$ cat config.mk
export PLATFORM = sky130hd
export DESIGN_NAME = ctl3w_rx
export DESIGN_NICKNAME = d
export VERILOG_FILES = /design/src/rtl/ctl3w_pkg.sv /design/src/rtl/ctl3w_sync.sv /design/src/rtl/ctl3w_framer.sv /design/src/rtl/ctl3w_regs.sv /design/src/rtl/ctl3w_rx.sv
export SDC_FILE = /design/constraint.sdc
export NUM_CORES = 1
export LEC_CHECK = 0
export BUFFER_PORTS_ARGS = -buffer_cell sky130_fd_sc_hd__buf_2
export CELL_PAD_IN_SITES_DETAIL_PLACEMENT = 0
export CELL_PAD_IN_SITES_GLOBAL_PLACEMENT = 2
export CORE_MARGIN = 2
export CORE_UTILIZATION = 35
export DETAILED_ROUTE_END_ITERATION = 16
export MAX_ROUTING_LAYER = met4
export PLACE_DENSITY_LB_ADDON = 0.1
export SETUP_SLACK_MARGIN = 0.2
export SLEW_MARGIN = 5
export SYNTH_ARGS = -nofsm -noshare
export SYNTH_HDL_FRONTEND = slang
export SYNTH_SLANG_ARGS = --single-unit
$ cat constraint.sdc
create_clock -name clk -period 1.7 [get_ports clk]
set_clock_uncertainty 0.15 [all_clocks]
set_input_delay 0.34 -clock clk [delete_from_list [all_inputs] [get_ports clk]]
set_output_delay 0.34 -clock clk [all_outputs]
set_load 0.005 [all_outputs]
$ cat src/rtl/ctl3w_pkg.sv
package ctl3w_pkg;

  localparam int BYTE_W    = 8;
  localparam int CNT_W     = $clog2(BYTE_W);
  localparam int VOL_W     = 6;
  localparam int DEEMPH_W  = 2;
  localparam int RATE_W    = 2;
  localparam int FMT_W     = 3;
  localparam int DEV_W     = 6;

  typedef enum logic [1:0] {
    SET_NONE   = 2'd0,
    SET_DATA   = 2'd1,
    SET_STATUS = 2'd2
  } set_e;

  typedef struct packed {
    logic [RATE_W-1:0]   rate;
    logic [FMT_W-1:0]    fmt;
    logic                dc;
    logic [VOL_W-1:0]    vol;
    logic [DEEMPH_W-1:0] deemph;
    logic                mute;
    logic                adc_on;
    logic                dac_on;
  } ctl_regs_t;

  localparam int REGS_W = $bits(ctl_regs_t);

endpackage

$ cat src/rtl/ctl3w_sync.sv
module ctl3w_sync #(
  parameter int LINES  = 3,
  parameter int STAGES = 2
) (
  input  logic             clk,
  input  logic             rst_n,
  input  logic [LINES-1:0] d_i,
  output logic [LINES-1:0] q_o
);

  for (genvar g = 0; g < LINES; g++) begin : g_line
    logic [STAGES-1:0] chain_q;
    logic [STAGES-1:0] chain_n;

    always_comb begin
      chain_n = {chain_q[STAGES-2:0], d_i[g]};
    end

    always_ff @(posedge clk or negedge rst_n) begin
      if (!rst_n) begin
        chain_q <= '0;
      end else begin
        chain_q <= chain_n;
      end
    end

    assign q_o[g] = chain_q[STAGES-1];
  end

endmodule

$ cat src/rtl/ctl3w_framer.sv
module ctl3w_framer
  import ctl3w_pkg::*;
(
  input  logic              clk,
  input  logic              rst_n,
  input  logic              sclk_i,
  input  logic              sdat_i,
  input  logic              smode_i,
  output logic              byte_vld_o,
  output logic [BYTE_W-1:0] byte_o,
  output logic              byte_addr_o
);

  logic              clk_q, mode_q;
  logic [CNT_W-1:0]  cnt_q, cnt_n;
  logic [BYTE_W-1:0] sh_q, sh_n, sh_shift;
  logic              vld_q, vld_n;
  logic [BYTE_W-1:0] byte_q, byte_n;
  logic              addr_q, addr_n;
  logic              rise, mode_chg, last_bit;

  always_comb begin
    rise     = sclk_i & ~clk_q;
    mode_chg = smode_i ^ mode_q;
    sh_shift = {sdat_i, sh_q[BYTE_W-1:1]};
    last_bit = (cnt_q == CNT_W'(BYTE_W - 1));

    cnt_n  = cnt_q;
    sh_n   = sh_q;
    vld_n  = 1'b0;
    byte_n = byte_q;
    addr_n = addr_q;

    if (mode_chg) begin
      cnt_n = '0;
      sh_n  = '0;
    end else if (rise) begin
      sh_n = sh_shift;
      if (last_bit) begin
        cnt_n  = '0;
        vld_n  = 1'b1;
        byte_n = sh_shift;
        addr_n = ~smode_i;
      end else begin
        cnt_n = cnt_q + 1'b1;
      end
    end
  end

  always_ff @(posedge clk or negedge rst_n) begin
    if (!rst_n) begin
      clk_q  <= 1'b0;
      mode_q <= 1'b0;
      cnt_q  <= '0;
      sh_q   <= '0;
      vld_q  <= 1'b0;
      byte_q <= '0;
      addr_q <= 1'b0;
    end else begin
      clk_q  <= sclk_i;
      mode_q <= smode_i;
      cnt_q  <= cnt_n;
      sh_q   <= sh_n;
      vld_q  <= vld_n;
      byte_q <= byte_n;
      addr_q <= addr_n;
    end
  end

  assign byte_vld_o  = vld_q;
  assign byte_o      = byte_q;
  assign byte_addr_o = addr_q;

endmodule

$ cat src/rtl/ctl3w_regs.sv
module ctl3w_regs
  import ctl3w_pkg::*;
#(
  parameter logic [DEV_W-1:0] DEV_ADDR = 6'b000101
) (
  input  logic              clk,
  input  logic              rst_n,
  input  logic              byte_vld_i,
  input  logic [BYTE_W-1:0] byte_i,
  input  logic              byte_addr_i,
  output ctl_regs_t         regs_o,
  output logic              dev_sel_o
);

  ctl_regs_t regs_q, regs_n;
  logic      sel_q, sel_n;
  set_e      set_q, set_n;
  logic      addr_we, data_we;
  logic      ld_vol, ld_dm, ld_pwr, ld_stat;
  logic [1:0] sub;

  always_comb begin
    addr_we = byte_vld_i & byte_addr_i;
    data_we = byte_vld_i & ~byte_addr_i & sel_q;
    sub     = byte_i[BYTE_W-1 -: 2];

    ld_vol  = data_we & (set_q == SET_DATA)   & (sub == 2'b00);
    ld_dm   = data_we & (set_q == SET_DATA)   & (sub == 2'b10);
    ld_pwr  = data_we & (set_q == SET_DATA)   & (sub == 2'b11);
    ld_stat = data_we & (set_q == SET_STATUS) & (sub == 2'b00);

    sel_n = sel_q;
    set_n = set_q;
    if (addr_we) begin
      if (byte_i[BYTE_W-1:2] == DEV_ADDR) begin
        sel_n = 1'b1;
        unique case (byte_i[1:0])
          2'b00:   set_n = SET_DATA;
          2'b10:   set_n = SET_STATUS;
          default: set_n = SET_NONE;
        endcase
      end else begin
        sel_n = 1'b0;
        set_n = SET_NONE;
      end
    end

    regs_n = regs_q;
    if (ld_vol) begin
      regs_n.vol = byte_i[VOL_W-1:0];
    end
    if (ld_dm) begin
      regs_n.deemph = byte_i[4:3];
      regs_n.mute   = byte_i[2];
    end
    if (ld_pwr) begin
      regs_n.adc_on = byte_i[1];
      regs_n.dac_on = byte_i[0];
    end
    if (ld_stat) begin
      regs_n.rate = byte_i[5:4];
      regs_n.fmt  = byte_i[3:1];
      regs_n.dc   = byte_i[0];
    end
  end

  always_ff @(posedge clk or negedge rst_n) begin
    if (!rst_n) begin
      regs_q <= '0;
      sel_q  <= 1'b0;
      set_q  <= SET_NONE;
    end else begin
      regs_q <= regs_n;
      sel_q  <= sel_n;
      set_q  <= set_n;
    end
  end

  assign regs_o    = regs_q;
  assign dev_sel_o = sel_q;

endmodule

$ cat src/rtl/ctl3w_rx.sv
module ctl3w_rx
  import ctl3w_pkg::*;
#(
  parameter int               SYNC_STAGES = 2,
  parameter logic [DEV_W-1:0] DEV_ADDR    = 6'b000101
) (
  input  logic                clk,
  input  logic                rst_n,
  input  logic                cbus_clk_i,
  input  logic                cbus_dat_i,
  input  logic                cbus_mode_i,
  output logic [RATE_W-1:0]   clk_rate_o,
  output logic [FMT_W-1:0]    in_fmt_o,
  output logic                dc_filt_en_o,
  output logic [VOL_W-1:0]    vol_code_o,
  output logic [DEEMPH_W-1:0] deemph_o,
  output logic                mute_o,
  output logic                adc_en_o,
  output logic                dac_en_o,
  output logic                dev_sel_o
);

  localparam int LINES = 3;

  logic [LINES-1:0]  w_sync;
  logic              w_byte_vld;
  logic [BYTE_W-1:0] w_byte;
  logic              w_byte_addr;
  ctl_regs_t         w_regs;

  ctl3w_sync #(
    .LINES  (LINES),
    .STAGES (SYNC_STAGES)
  ) u_sync (
    .clk   (clk),
    .rst_n (rst_n),
    .d_i   ({cbus_mode_i, cbus_dat_i, cbus_clk_i}),
    .q_o   (w_sync)
  );

  ctl3w_framer u_framer (
    .clk         (clk),
    .rst_n       (rst_n),
    .sclk_i      (w_sync[0]),
    .sdat_i      (w_sync[1]),
    .smode_i     (w_sync[2]),
    .byte_vld_o  (w_byte_vld),
    .byte_o      (w_byte),
    .byte_addr_o (w_byte_addr)
  );

  ctl3w_regs #(
    .DEV_ADDR (DEV_ADDR)
  ) u_regs (
    .clk         (clk),
    .rst_n       (rst_n),
    .byte_vld_i  (w_byte_vld),
    .byte_i      (w_byte),
    .byte_addr_i (w_byte_addr),
    .regs_o      (w_regs),
    .dev_sel_o   (dev_sel_o)
  );

  assign clk_rate_o   = w_regs.rate;
  assign in_fmt_o     = w_regs.fmt;
  assign dc_filt_en_o = w_regs.dc;
  assign vol_code_o   = w_regs.vol;
  assign deemph_o     = w_regs.deemph;
  assign mute_o       = w_regs.mute;
  assign adc_en_o     = w_regs.adc_on;
  assign dac_en_o     = w_regs.dac_on;

endmodule

# Word level (Yosys, flattened, before mapping)

Cells that the tools add are included.

Flip-flop bits (word level): 49
Bits of input ports: 5
Output and inout port bits: 18
Logic and storage cells: 58

Add/sub/neg operators: 1
Equality and inequality tests: 7
Muxes and demuxes: 11
Bitwise operators: 15
Reduce and logical (&&, ||, !) cells: 4

Operators by type and width:

| operator            | count |
|---|---|
| $mux 8              | 2 |
| $and 1x1->1         | 10 |
| $mux 3              | 3 |
| $eq 2x2->1 const B  | 4 |
| $eq 6x3->1 const B  | 1 |
| $logic_not 2->1     | 2 |
| $mux 1              | 4 |
| $not 1->1           | 4 |
| $pmux 2 s2          | 1 |
| $add 3x1->3 const B | 1 |
| $eq 3x3->1 const B  | 1 |
| $reduce_and 3->1    | 1 |
| $eq 2x1->1 const B  | 1 |
| $mux 2              | 1 |
| $reduce_bool 2->1   | 1 |
| $xor 1x1->1         | 1 |

# Depth between registers and ports, before layout

Depth in word-level cells: 5
Depth in mapped cells: 5
Gate-level depth less buffers: 5

# Cells and area by module

Synthesis repeated with hierarchy kept, for this count alone.

Cell total of the unflattened synthesis: 116
Area total of the unflattened synthesis: 1,868.0 um2

By module, submodules not included:

| module       | instances | cells an instance | area an instance (um2) | sequential area each (um2) |
|---|---|---|---|---|
| ctl3w_framer | 1         | 51                | 865.8                  | 550.5 |
| ctl3w_regs   | 1         | 56                | 829.5                  | 500.5 |
| ctl3w_sync   | 1         | 9                 | 172.7                  | 150.1 |

# Least setup slack after synthesis

No wires, ideal clock.

Kind: reg2reg
Start: register u_framer.cnt_q[0]
End: register u_framer.byte_q[0] (netlist: u_framer.byte_o[0])
Setup time: 0.125 ns
Arrival: 1.525 ns
Data required time: 1.425 ns
Setup slack: -0.100 ns
Cell stages (with the launch flop): 6
Buffers on the path: 0
Period minus slack after synthesis: 1.800 ns
Path through: dfrtp_1 -> ha_1 -> ha_1 -> inv_1 -> nor3_2 -> mux2_2

Longest elaborated chain between the ends: 2

RTL lines:

| what                       | RTL line           | text |
|---|---|---|
| start, declared            | ctl3w_framer.sv:15 | `logic [CNT_W-1:0] cnt_q, cnt_n;` |
| start signal, assigned     | ctl3w_framer.sv:62 | `cnt_q <= cnt_n;` |
| $eq 3x3->1                 | ctl3w_framer.sv:26 | `last_bit = (cnt_q == CNT_W'(BYTE_W - 1));` |
| $reduce_and 3->1 (no line) | n/a                |  |
| end signal, assigned       | ctl3w_framer.sv:65 | `byte_q <= byte_n;` |
| end, declared              | ctl3w_framer.sv:18 | `logic [BYTE_W-1:0] byte_q, byte_n;` |

No other way between the ends.
A chain may end at the register's enable or synchronous reset.

# Worst setup path in the final report

Start: register u_framer.byte_q[6] (netlist: u_framer.byte_o[6])
End: register u_regs.set_q[0]

Longest elaborated chain between the ends: 2

RTL lines:

| what                 | RTL line         | text |
|---|---|---|
| $eq 6x3->1           | ctl3w_regs.sv:35 | `if (byte_i[BYTE_W-1:2] == DEV_ADDR) begin` |
| $mux 2               | ctl3w_regs.sv:35 |  |
| end signal, assigned | ctl3w_regs.sv:75 | `set_q <= set_n;` |
| end, declared        | ctl3w_regs.sv:17 | `set_e set_q, set_n;` |

No other way between the ends.

==> impl_metrics.env <==
export IMPL_drt_iter0_markers=64
export IMPL_max_stage_delay_ns=0.54
export IMPL_p_int_mw=1.92
export IMPL_grt_setup_unrepaired="true"
export IMPL_status="finished, final reports clean"
export IMPL_syn_area_per_cell_um2=13.5
export IMPL_num_antenna_cells=0
export IMPL_drv_cap=0
export IMPL_worst_ep_arrival_time_ns=1.74
export IMPL_overflow=0
export IMPL_combPwrFrac_pct=3.5
export IMPL_cts_htree_levels=2
export IMPL_rows=26
export IMPL_p_per_area_nw_per_um2=962
export IMPL_slew_headroom_pct=71.8
export IMPL_ctsRootBufferMaster="clkbuf_8"
export IMPL_finalPower_mw=2.37
export IMPL_synth_area_top_cells="dfrtp_1 66%, mux2_2 15%, nand2_1 4.5%"
export IMPL_vias=1179
export IMPL_clock_sinks=48
export IMPL_wire_per_inst_um=14.2
export IMPL_yosys_cell_count_top_type="dfrtp_1"
export IMPL_synth_edf_count=0
export IMPL_die_area_um2=5810
export IMPL_final_area_um2=2460
export IMPL_period_share_pct=97.8
export IMPL_syn_nets=142
export IMPL_crit_buf_inv=0
export IMPL_cts_buffer_depth=2
export IMPL_start_kind="register"
export IMPL_hold_path_class="reg -> reg"
export IMPL_crit_type="reg -> reg"
export IMPL_gp_congestion=0.751
export IMPL_placed_cell_area_um2=2160
export IMPL_fp_dieH_um=76.2
export IMPL_grt_pass1_wl_um=5960
export IMPL_cp_required_ns=1.78
export IMPL_ys_async_sr_fraction_pct=100
export IMPL_post_place_cells=235
export IMPL_synth_top_area_share_pct=65.8
export IMPL_ant_nets=0
export IMPL_yosys_area_top_type="dfrtp_1"
export IMPL_p_sw_mw=0.446
export IMPL_fin_util_pct=48.5
export IMPL_cts_buffers=5
export IMPL_drc=0
export IMPL_drt_wl_total_um=3550
export IMPL_setup_viol=0
export IMPL_ys_ff_latch=48
export IMPL_syn_area_um2=1830
export IMPL_crit_family="simple AND/OR/NAND/NOR gates"
export IMPL_worstSetupEndpointType="register"
export IMPL_clock_latency_ns=0.29
export IMPL_final_cells=250
export IMPL_seqPwrFrac_pct=49.2
export IMPL_finalHoldViolCount=0
export IMPL_swShare_pct=18.8
export IMPL_drv_slew=0
export IMPL_grt_pass1_vias=1190
export IMPL_post_route_min_period_ns=1.66
export IMPL_vdd_drop_max_mv=0.448
export IMPL_boundaryPins=23
export IMPL_path_clk_slew_ns=0.09
export IMPL_antenna_found_initial=0
export IMPL_syn_to_final_growth_pct=34.8
export IMPL_tightest_slew_ns=0.423
export IMPL_via_per_inst=4.72
export IMPL_io_buffers=22
export IMPL_leakage_nw=1.23
export IMPL_seq_area_frac_synth_pct=65.8
export IMPL_path_max_fanout=3
export IMPL_die_w_um=76.2
export IMPL_initial_core_util_pct=36.0
export IMPL_final_layout_size_suffix_gt1_share_pct=43.9
export IMPL_clock_fmax_ghz=0.602
export IMPL_clock_power_share_pct=47.3
export IMPL_synth_warnings=0
export IMPL_dp_hpwl_um=2480
export IMPL_hold_ws_ns=0.207
export IMPL_nets=186
export IMPL_synthFlopType="dfrtp_1"
export IMPL_syn_inst=135
export IMPL_core_area_um2=5070
export IMPL_tritoncts="done"
export IMPL_crit_chain="or4b_4, or4_1, o21ai_1"
export IMPL_firstDrtPassIters=4
export IMPL_ys_types=25
export IMPL_grtUsageTotal_pct=13.6
export IMPL_synth_common_cells="48 x dfrtp_1, 25 x mux2_2, 22 x nand2_1"
export IMPL_grt_max_degree=32
export IMPL_slowest_stage="or4b_4"
[sequential cells by signal, indices dropped and copies added, names as in the netlist]
signal and count:
u_framer.byte_addr_o 1, u_regs.regs_o 17, u_framer.byte_vld_o 1, u_sync.g_line.chain_q 6
u_framer.sh_q 7, u_framer.cnt_q 3, u_framer.mode_q 1, u_regs.dev_sel_o 1
u_framer.byte_o 8, u_regs.set_q 2, u_framer.clk_q 1
[worst paths after layout]
| check | from | to | slack (ns) | depth (start not counted) |
|---|---|---|---|---|
| max | u_framer.byte_o[6]$_DFFE_PN0P_ | u_regs.set_q[0]$_DFFE_PN0P_ | 0.04 | 3 |
| min in group asynchronous | rst_n | u_regs.regs_o[0]$_DFFE_PN0P_ | 0.35 | 2 |
| max in group asynchronous | rst_n | u_framer.cnt_q[0]$_DFFE_PN0P_ | 0.55 | 3 |
| min | u_sync.g_line[1].chain_q[0]$_DFF_PN0_ | u_sync.g_line[1].chain_q[1]$_DFF_PN0_ | 0.21 | 0 |
| max reg2reg | u_framer.byte_o[6]$_DFFE_PN0P_ | u_regs.set_q[0]$_DFFE_PN0P_ | 0.04 | 3 |
| min reg2reg | u_sync.g_line[1].chain_q[0]$_DFF_PN0_ | u_sync.g_line[1].chain_q[1]$_DFF_PN0_ | 0.21 | 0 |
[logic make-up after synthesis]
kind of cell | share of synthesized area (%)
buf+inv | 1.03
simple gates | 11.0
xor+xnor | 0.480
flops | 65.8
compound gates | 4.87
fa+ha+maj | 1.37
mux | 15.4
[stage by stage]
stage / TNS (ns) / setup WS, ns
finish: 0 / 0.0378
global route: -0.0158 / -0.0158
CTS: 0 / 0.0285
detailed placement: 0 / 0.0179
global placement: 0 / 0.0420
floorplan: 0 / 0.0358
[layer usage]
metal / global-route usage, % / vias up / share of wire (%) / wire length (µm)
li1: - / 562 / - / -
met1: 15.2 / 590 / 45 / 1590
met2: 23.5 / 22 / 50 / 1790
met3: 3.79 / 5 / 3.5 / 126
met4: 4.91 / 0 / 1.3 / 46
met5: - / - / 0 / 0
[power by group through the flow]
stage | sequential [mW] | combinational, mW | clock [mW]
global placement | 1.19 | 0.0696 | 0
CTS | 1.16 | 0.0830 | 1.15
global route | 1.17 | 0.0937 | 1.20
floorplan | 1.19 | 0.0260 | 0
finish | 1.16 | 0.0827 | 1.12
detailed placement | 1.19 | 0.0722 | 0
[cell type report]
| cell class | count | area, µm² |
|---|---|---|
| clock buffer | 5 | 68.8 |
| clock inverter | 3 | 90.1 |
| sequential | 48 | 1200 |
| inverter | 2 | 10.0 |
| multi-input combinational | 82 | 716 |
| timing repair buffer | 40 | 288 |
| tap | 70 | 87.6 |
| fill | 471 | 2610 |
[timing repair]
item | in CTS | in global routing
pin swaps | 2 | 3
endpoints found under the setup margin | 18 | 29
buffers inserted | 1 | 2
hold buffers | 4 | 0
resized for setup | 4 | 20
hold endpoints to repair | 20 | 0
[cells in the final DEF, fill, tap and decap left out, types with 2 or more instances in the layout]
master and n:
dfrtp_1 48, nand2_1 22, buf_2 22, mux2_4 19, a21oi_1 11, buf_4 10, mux2_2 6, clkbuf_8 5
dlygate4sd3_1 4, bufinv_16 3, nand2b_1 2, nand4b_1 2, o31ai_1 2, buf_12 2, buf_6 2
Note: power is estimated with default switching activity, not from simulation.
